--- src/rtl/sdclk_pkg.sv ---
package sdclk_pkg;

  // High-phase length of a card clock period, in master cycles.
  function automatic logic [8:0] high_len(input logic [8:0] period);
    return period >> 1;
  endfunction

  typedef enum logic {
    DRIVE_ON_FALL = 1'b0,
    DRIVE_ON_RISE = 1'b1
  } edge_map_e;

endpackage

--- src/rtl/sdclk_divider.sv ---
module sdclk_divider #(
  parameter int DIV_W = 8
) (
  input  logic             clk,
  input  logic             rst,
  input  logic [DIV_W-1:0] div_val,
  input  logic             run,
  output logic             div_clk,
  output logic             rise_pulse,
  output logic             fall_pulse,
  output logic             idle
);
  import sdclk_pkg::*;

  localparam int CNT_W = DIV_W + 1;

  logic             active_q;
  logic [CNT_W-1:0] cnt_q;
  logic [CNT_W-1:0] per_q;
  logic [CNT_W-1:0] hi_q;
  logic             clk_q;
  logic             rise_q;
  logic             fall_q;

  logic [CNT_W-1:0] new_per;
  logic [CNT_W-1:0] nxt_cnt;
  logic             boundary;
  logic             nxt_high;

  assign new_per  = {1'b0, div_val} + CNT_W'(2);
  assign nxt_cnt  = cnt_q + CNT_W'(1);
  assign boundary = !active_q || (cnt_q == per_q - CNT_W'(1));
  assign nxt_high = nxt_cnt < hi_q;

  always_ff @(posedge clk) begin
    if (rst) begin
      active_q <= 1'b0;
      cnt_q    <= '0;
      per_q    <= CNT_W'(2);
      hi_q     <= CNT_W'(1);
      clk_q    <= 1'b0;
      rise_q   <= 1'b0;
      fall_q   <= 1'b0;
    end else begin
      rise_q <= 1'b0;
      fall_q <= 1'b0;
      if (boundary) begin
        cnt_q <= '0;
        if (run) begin
          active_q <= 1'b1;
          per_q    <= new_per;
          hi_q     <= high_len(new_per);
          clk_q    <= 1'b1;
          rise_q   <= 1'b1;
        end else begin
          active_q <= 1'b0;
          clk_q    <= 1'b0;
        end
      end else begin
        cnt_q  <= nxt_cnt;
        clk_q  <= nxt_high;
        fall_q <= clk_q && !nxt_high;
      end
    end
  end

  assign div_clk    = clk_q;
  assign rise_pulse = rise_q;
  assign fall_pulse = fall_q;
  assign idle       = !active_q;

  a_r3_cnt_in_range: assert property (@(posedge clk) disable iff (rst)
    active_q |-> (cnt_q < per_q));

  a_r4_per_hold: assert property (@(posedge clk) disable iff (rst)
    (active_q && !boundary) |=> $stable(per_q));

  a_r5_idle_low: assert property (@(posedge clk) disable iff (rst)
    !active_q |-> !clk_q);

  a_r9_rise_with_clk: assert property (@(posedge clk) disable iff (rst)
    rise_q |-> (clk_q && cnt_q == '0));

endmodule

--- src/rtl/sdclk_gate.sv ---
module sdclk_gate (
  input  logic clk,
  input  logic rst,
  input  logic bypass,
  input  logic pwr_save,
  input  logic clk_en,
  input  logic bus_busy,
  input  logic div_idle,
  output logic div_run,
  output logic byp_on
);
  logic want;
  logic byp_q;

  assign want    = clk_en && (!pwr_save || bus_busy);
  assign div_run = want && !bypass && !byp_q;

  // Updated on the falling master edge so the pass-through gate never
  // changes while the master clock is high.
  always_ff @(negedge clk) begin
    if (rst) byp_q <= 1'b0;
    else     byp_q <= want && bypass && (div_idle || byp_q);
  end

  assign byp_on = byp_q;

  a_r7_bypass_excl: assert property (@(posedge clk) disable iff (rst)
    byp_q |-> div_idle);

endmodule

--- src/rtl/sdclk_gen.sv ---
module sdclk_gen #(
  parameter int DIV_W = 8
) (
  input  logic             clk,
  input  logic             rst,
  input  logic [DIV_W-1:0] div_val,
  input  logic             bypass,
  input  logic             pwr_save,
  input  logic             clk_en,
  input  logic             edge_sel,
  input  logic             bus_busy,
  output logic             card_clk,
  output logic             drive_stb,
  output logic             sample_stb
);
  import sdclk_pkg::*;

  logic div_clk, rise_p, fall_p, div_idle, div_run, byp_on;
  edge_map_e emap;

  sdclk_divider #(.DIV_W(DIV_W)) u_div (
    .clk(clk), .rst(rst), .div_val(div_val), .run(div_run),
    .div_clk(div_clk), .rise_pulse(rise_p), .fall_pulse(fall_p), .idle(div_idle)
  );

  sdclk_gate u_gate (
    .clk(clk), .rst(rst), .bypass(bypass), .pwr_save(pwr_save),
    .clk_en(clk_en), .bus_busy(bus_busy), .div_idle(div_idle),
    .div_run(div_run), .byp_on(byp_on)
  );

  assign emap       = edge_map_e'(edge_sel);
  assign card_clk   = (clk && byp_on) || div_clk;
  assign drive_stb  = byp_on || ((emap == DRIVE_ON_RISE) ? rise_p : fall_p);
  assign sample_stb = byp_on || ((emap == DRIVE_ON_RISE) ? fall_p : rise_p);

  a_r8_strobe_excl: assert property (@(posedge clk) disable iff (rst)
    !byp_on |-> !(drive_stb && sample_stb));

  a_r9_fall_after_high: assert property (@(posedge clk) disable iff (rst)
    (fall_p && !byp_on) |-> (!div_clk && $past(div_clk)));

endmodule

--- config.mk ---
export PLATFORM = sky130hd
export DESIGN_NAME = sdclk_gen
export DESIGN_NICKNAME = d
export VERILOG_FILES = /design/src/rtl/sdclk_pkg.sv /design/src/rtl/sdclk_divider.sv /design/src/rtl/sdclk_gate.sv /design/src/rtl/sdclk_gen.sv
export SDC_FILE = /design/constraint.sdc
export NUM_CORES = 1
export LEC_CHECK = 0
export BUFFER_PORTS_ARGS = -buffer_cell sky130_fd_sc_hd__buf_2
export CORE_ASPECT_RATIO = 1.1
export CORE_UTILIZATION = 45
export DETAILED_ROUTE_END_ITERATION = 8
export GPL_TIMING_DRIVEN = 0
export PLACE_DENSITY = 0.63
export SYNTH_ARGS = -nofsm -noshare
export SYNTH_HDL_FRONTEND = slang
export SYNTH_HIERARCHICAL = 1
export SYNTH_SLANG_ARGS = --single-unit
--- constraint.sdc ---
create_clock -name clk -period 3.1 [get_ports clk]
set_clock_uncertainty 0.15 [all_clocks]
set_input_delay 0.31 -clock clk [delete_from_list [all_inputs] [get_ports clk]]
set_output_delay 0.31 -clock clk [all_outputs]
set_load 0.03 [all_outputs]
==> Implementation_results.wiki <==
{| class="wikitable"
! Metric !! Value
|-
| Outcome || finished, violations left
|-
| Violated checks || setup timing
|-
| Wire length per cell after detailed routing || 13.8 microns
|-
| Via count of the first global-routing pass || 1347
|-
| Largest cells by area after synthesis || sky130_fd_sc_hd__dfxtp_1 (29%), sky130_fd_sc_hd__ha_1 (7.8%), sky130_fd_sc_hd__xor2_1 (7.7%)
|-
| Kind of end point of the critical path || output pin
|-
| Sequential-to-total area share from yosys stat || 0.288
|-
| Number of unique standard cell types used by synthesis || 46
|-
| Worst Slack Setup Final || -0.115 ns
|-
| Least-Margin Pin Slew || 0.488 ns
|-
| Die H || 64.5 microns
|-
| Worst voltage drop across the vdd grid || 0.000247 V
|-
| Most numerous cell types in the synthesized netlist || sky130_fd_sc_hd__dfxtp_1 (23), sky130_fd_sc_hd__inv_1 (14), sky130_fd_sc_hd__xor2_1 (14), sky130_fd_sc_hd__nor2_1 (12)
|-
| Required time of the critical path || 2.64 ns
|-
| Starting density of the core || 0.476
|-
| Routed WL || 3500 microns
|-
| Final nets || 231
|-
| Via count || 1361
|-
| Number of slew-limit violations in the final report || 0
|-
| Chip Width || 58.8 microns
|-
| Max_cap viols || 0
|-
| Crit-path leading delay family || flip-flops
|-
| Cell Pwr Density || 420 nW/um^2
|-
| Setup slack after placement || -0.226 ns
|-
| Largest fanout of any net on the critical path || 5
|-
| CP max-delay cell || sky130_fd_sc_hd__dfxtp_2
|-
| # port buffers || 17
|-
| Setup violators final || 4
|-
| Half-perimeter wire length after placement || 2650 microns
|-
| Final weighted congestion of routability-driven global placement || 0.831
|-
| Top cell type by total area after synthesis || sky130_fd_sc_hd__dfxtp_1
|-
| Unrepaired setup endpoints after global routing || yes
|-
| Area occupied by registers || 462 sq um
|-
| Startpoint type of the worst setup path || flop
|-
| Clock input transition at the sequential cells of the worst setup and hold paths || 0.12 ns
|-
| Iteration-0 DRC count of the detailed router || 27
|-
| Largest incremental delay on the critical path || 0.34 ns
|-
| Total Neg Setup Slack || -0.306 ns
|-
| 1st-pass router iterations || 4
|-
| Share of flip-flops with an asynchronous set or reset || 0
|-
| Number of nets produced by synthesis || 203
|-
| CTS tree || done
|-
| Ys Warns || 6
|-
| Number of flops mapped to enable cells by yosys || 0
|-
| Boundary pin count || 18
|-
| Worst endpoint data arrival time || 2.76 ns
|-
| Floorplan die area || 3800 sq um
|-
| Antenna Diode Count || 0
|-
| Buffering stage count on the worst path with inverters included || 1
|-
| Worst rel slew slack || 0.675
|-
| Number of failing hold endpoints at the final stage || 0
|-
| Remaining design rule violation count || 0
|-
| Clock latency at the later pin of the worst-skew pair || 0.48 ns
|-
| Area added between synthesis and finish || 19.1%
|-
| Leakage component of the power || 0.764 nW
|-
| Area of the core region || 3360 sq um
|-
| Number of antenna violations at the first check in global routing || 0
|-
| DR vias/cell || 5.38
|-
| Worst min-delay path category || input pin to flop
|-
| Synth top area share || 0.288
|-
| Average size of a mapped cell || 8.98 sq um
|-
| Total global-route track usage || 0.205
|-
| Wire length of the first global-routing pass || 5840 microns
|-
| Antenna viol nets, final || 0
|-
| Final global-route overflow total || 0
|-
| Standard-cell row count || 22
|-
| Netlist area before placement || 1600 sq um
|-
| Area of the multi-input gates || 1110 sq um
|-
| Library cell with the highest instance count after synthesis || sky130_fd_sc_hd__dfxtp_1
|-
| Number of cells produced by synthesis || 178
|-
| Largest net degree at the start of global routing || 13
|-
| Final total power || 799 uW
|-
| Layout Utilization || 0.567
|-
| Filler Cells Inserted || 322
|-
| Worst Setup Path Type || flop to output pin
|-
| Sequence of cells on the critical path || a211o_1, buf_6
|-
| Fraction of final layout cells sized beyond drive strength 1 || 0.259
|-
| Synth Register Bits || 23
|-
| Top_reg_cell synth || sky130_fd_sc_hd__dfxtp_1
|}
[where the power goes]
group / leakage, nW / switching (mW) / total, mW / internal (mW)
Combinational: 0.527 / 0.139 / 0.242 / 0.102
Clock: 0.0502 / 0.116 / 0.218 / 0.102
Sequential: 0.187 / 0.0264 / 0.340 / 0.313
Total: 0.764 / 0.281 / 0.799 / 0.518
[state kept, by name, indices dropped and copies added, names as in the netlist]
| name | flops |
|---|---|
| u_gate/byp_on | 1 |
| u_div/rise_pulse | 1 |
| u_div/div_clk | 1 |
| u_div/per_q | 9 |
| u_div/cnt_q | 9 |
| u_div/fall_pulse | 1 |
| u_div/active_q | 1 |
[routing by layer]
layer	GRT usage	wire length, microns
met1	0.240	1580
met2	0.355	1800
met3	0.0259	71
met4	0.113	40
met5	0	0
[final timing paths]
kind                      start               end  slack, ns  cells after the start
hold / removal       div_val[0]    u_div/per_q[0]       0.01                      3
setup reg to reg  u_gate/byp_on    u_div/per_q[1]      -0.04                      6
setup / recovery  u_gate/byp_on        sample_stb      -0.12                      2
hold reg to reg   u_div/div_clk  u_div/fall_pulse       0.32                      2
[layout by cell type, fill, tap and decap left out, types with 2 or more instances in the layout]
cell type	instances
sky130_fd_sc_hd__xnor2_1	8
sky130_fd_sc_hd__nor2_1	12
sky130_fd_sc_hd__buf_4	2
sky130_fd_sc_hd__nand3_1	8
sky130_fd_sc_hd__nand4_1	5
sky130_fd_sc_hd__mux2i_1	2
sky130_fd_sc_hd__clkbuf_4	6
sky130_fd_sc_hd__o211ai_1	2
sky130_fd_sc_hd__nor2b_1	10
sky130_fd_sc_hd__nor4b_2	2
sky130_fd_sc_hd__ha_1	10
sky130_fd_sc_hd__nor4_4	2
sky130_fd_sc_hd__and3_1	3
sky130_fd_sc_hd__nor4b_1	2
sky130_fd_sc_hd__a211o_1	2
sky130_fd_sc_hd__a211oi_1	4
sky130_fd_sc_hd__clkbuf_1	2
sky130_fd_sc_hd__buf_2	16
sky130_fd_sc_hd__nand2_1	7
sky130_fd_sc_hd__o31ai_1	2
sky130_fd_sc_hd__a31oi_1	6
sky130_fd_sc_hd__nor3_1	5
sky130_fd_sc_hd__a21oi_1	5
sky130_fd_sc_hd__o21ai_0	2
sky130_fd_sc_hd__o31ai_4	2
sky130_fd_sc_hd__a211oi_2	3
sky130_fd_sc_hd__inv_1	13
sky130_fd_sc_hd__dfxtp_1	22
sky130_fd_sc_hd__xor2_1	14
sky130_fd_sc_hd__buf_6	6
[worst min-delay path, stage by stage]
cell	delay (ns)
sky130_fd_sc_hd__buf_2	0.10
sky130_fd_sc_hd__nand4_1	0.08
sky130_fd_sc_hd__a21oi_1	0.06
[logic make-up (layout without fill, tap and decap cells)]
kind of cell / count (synthesis) / after routing / share of synthesized area
flip-flops: 23 / 23 / 0.288
AND/OR/NAND/NOR: 61 / 61 / 0.237
XOR/XNOR: 22 / 22 / 0.121
multiplexers: 2 / 2 / 0.0125
adder cells (fa/ha/maj): 10 / 10 / 0.0782
AO/OA/AOI/OAI: 40 / 40 / 0.210
buffers and inverters: 20 / 47 / 0.0540
[timing repair]
action                     in CTS  in global routing
pin swaps                       1                  3
hold buffers                    0                  0
gates resized for setup        12                  8
setup endpoints to repair      12                 12
buffers inserted                3                  0
[metrics by stage]
| step | instances | area (sq um) | hold WS, ns |
|---|---|---|---|
| 3_5_place_dp | 243 | 1750 | 0.293 |
| 3_3_place_gp | 243 | 1750 | 0.291 |
| 6_report | 253 | 1900 | 0.0146 |
| 5_1_grt | 253 | 1900 | 0.000561 |
| 2_1_floorplan | 178 | 1610 | 0.263 |
| 4_1_cts | 253 | 1860 | 0.00450 |
[area by class of cell]
class	count	area share
Buffer	6	0.0197
Multi-Input combinational cell	135	0.581
Sequential cell	23	0.242
Inverter	13	0.0269
Tap cell	48	0.0315
Timing Repair Buffer	19	0.0644
Clock buffer	8	0.0315
Clock inverter	1	0.00197
Note: power is estimated with default switching activity, not from simulation.
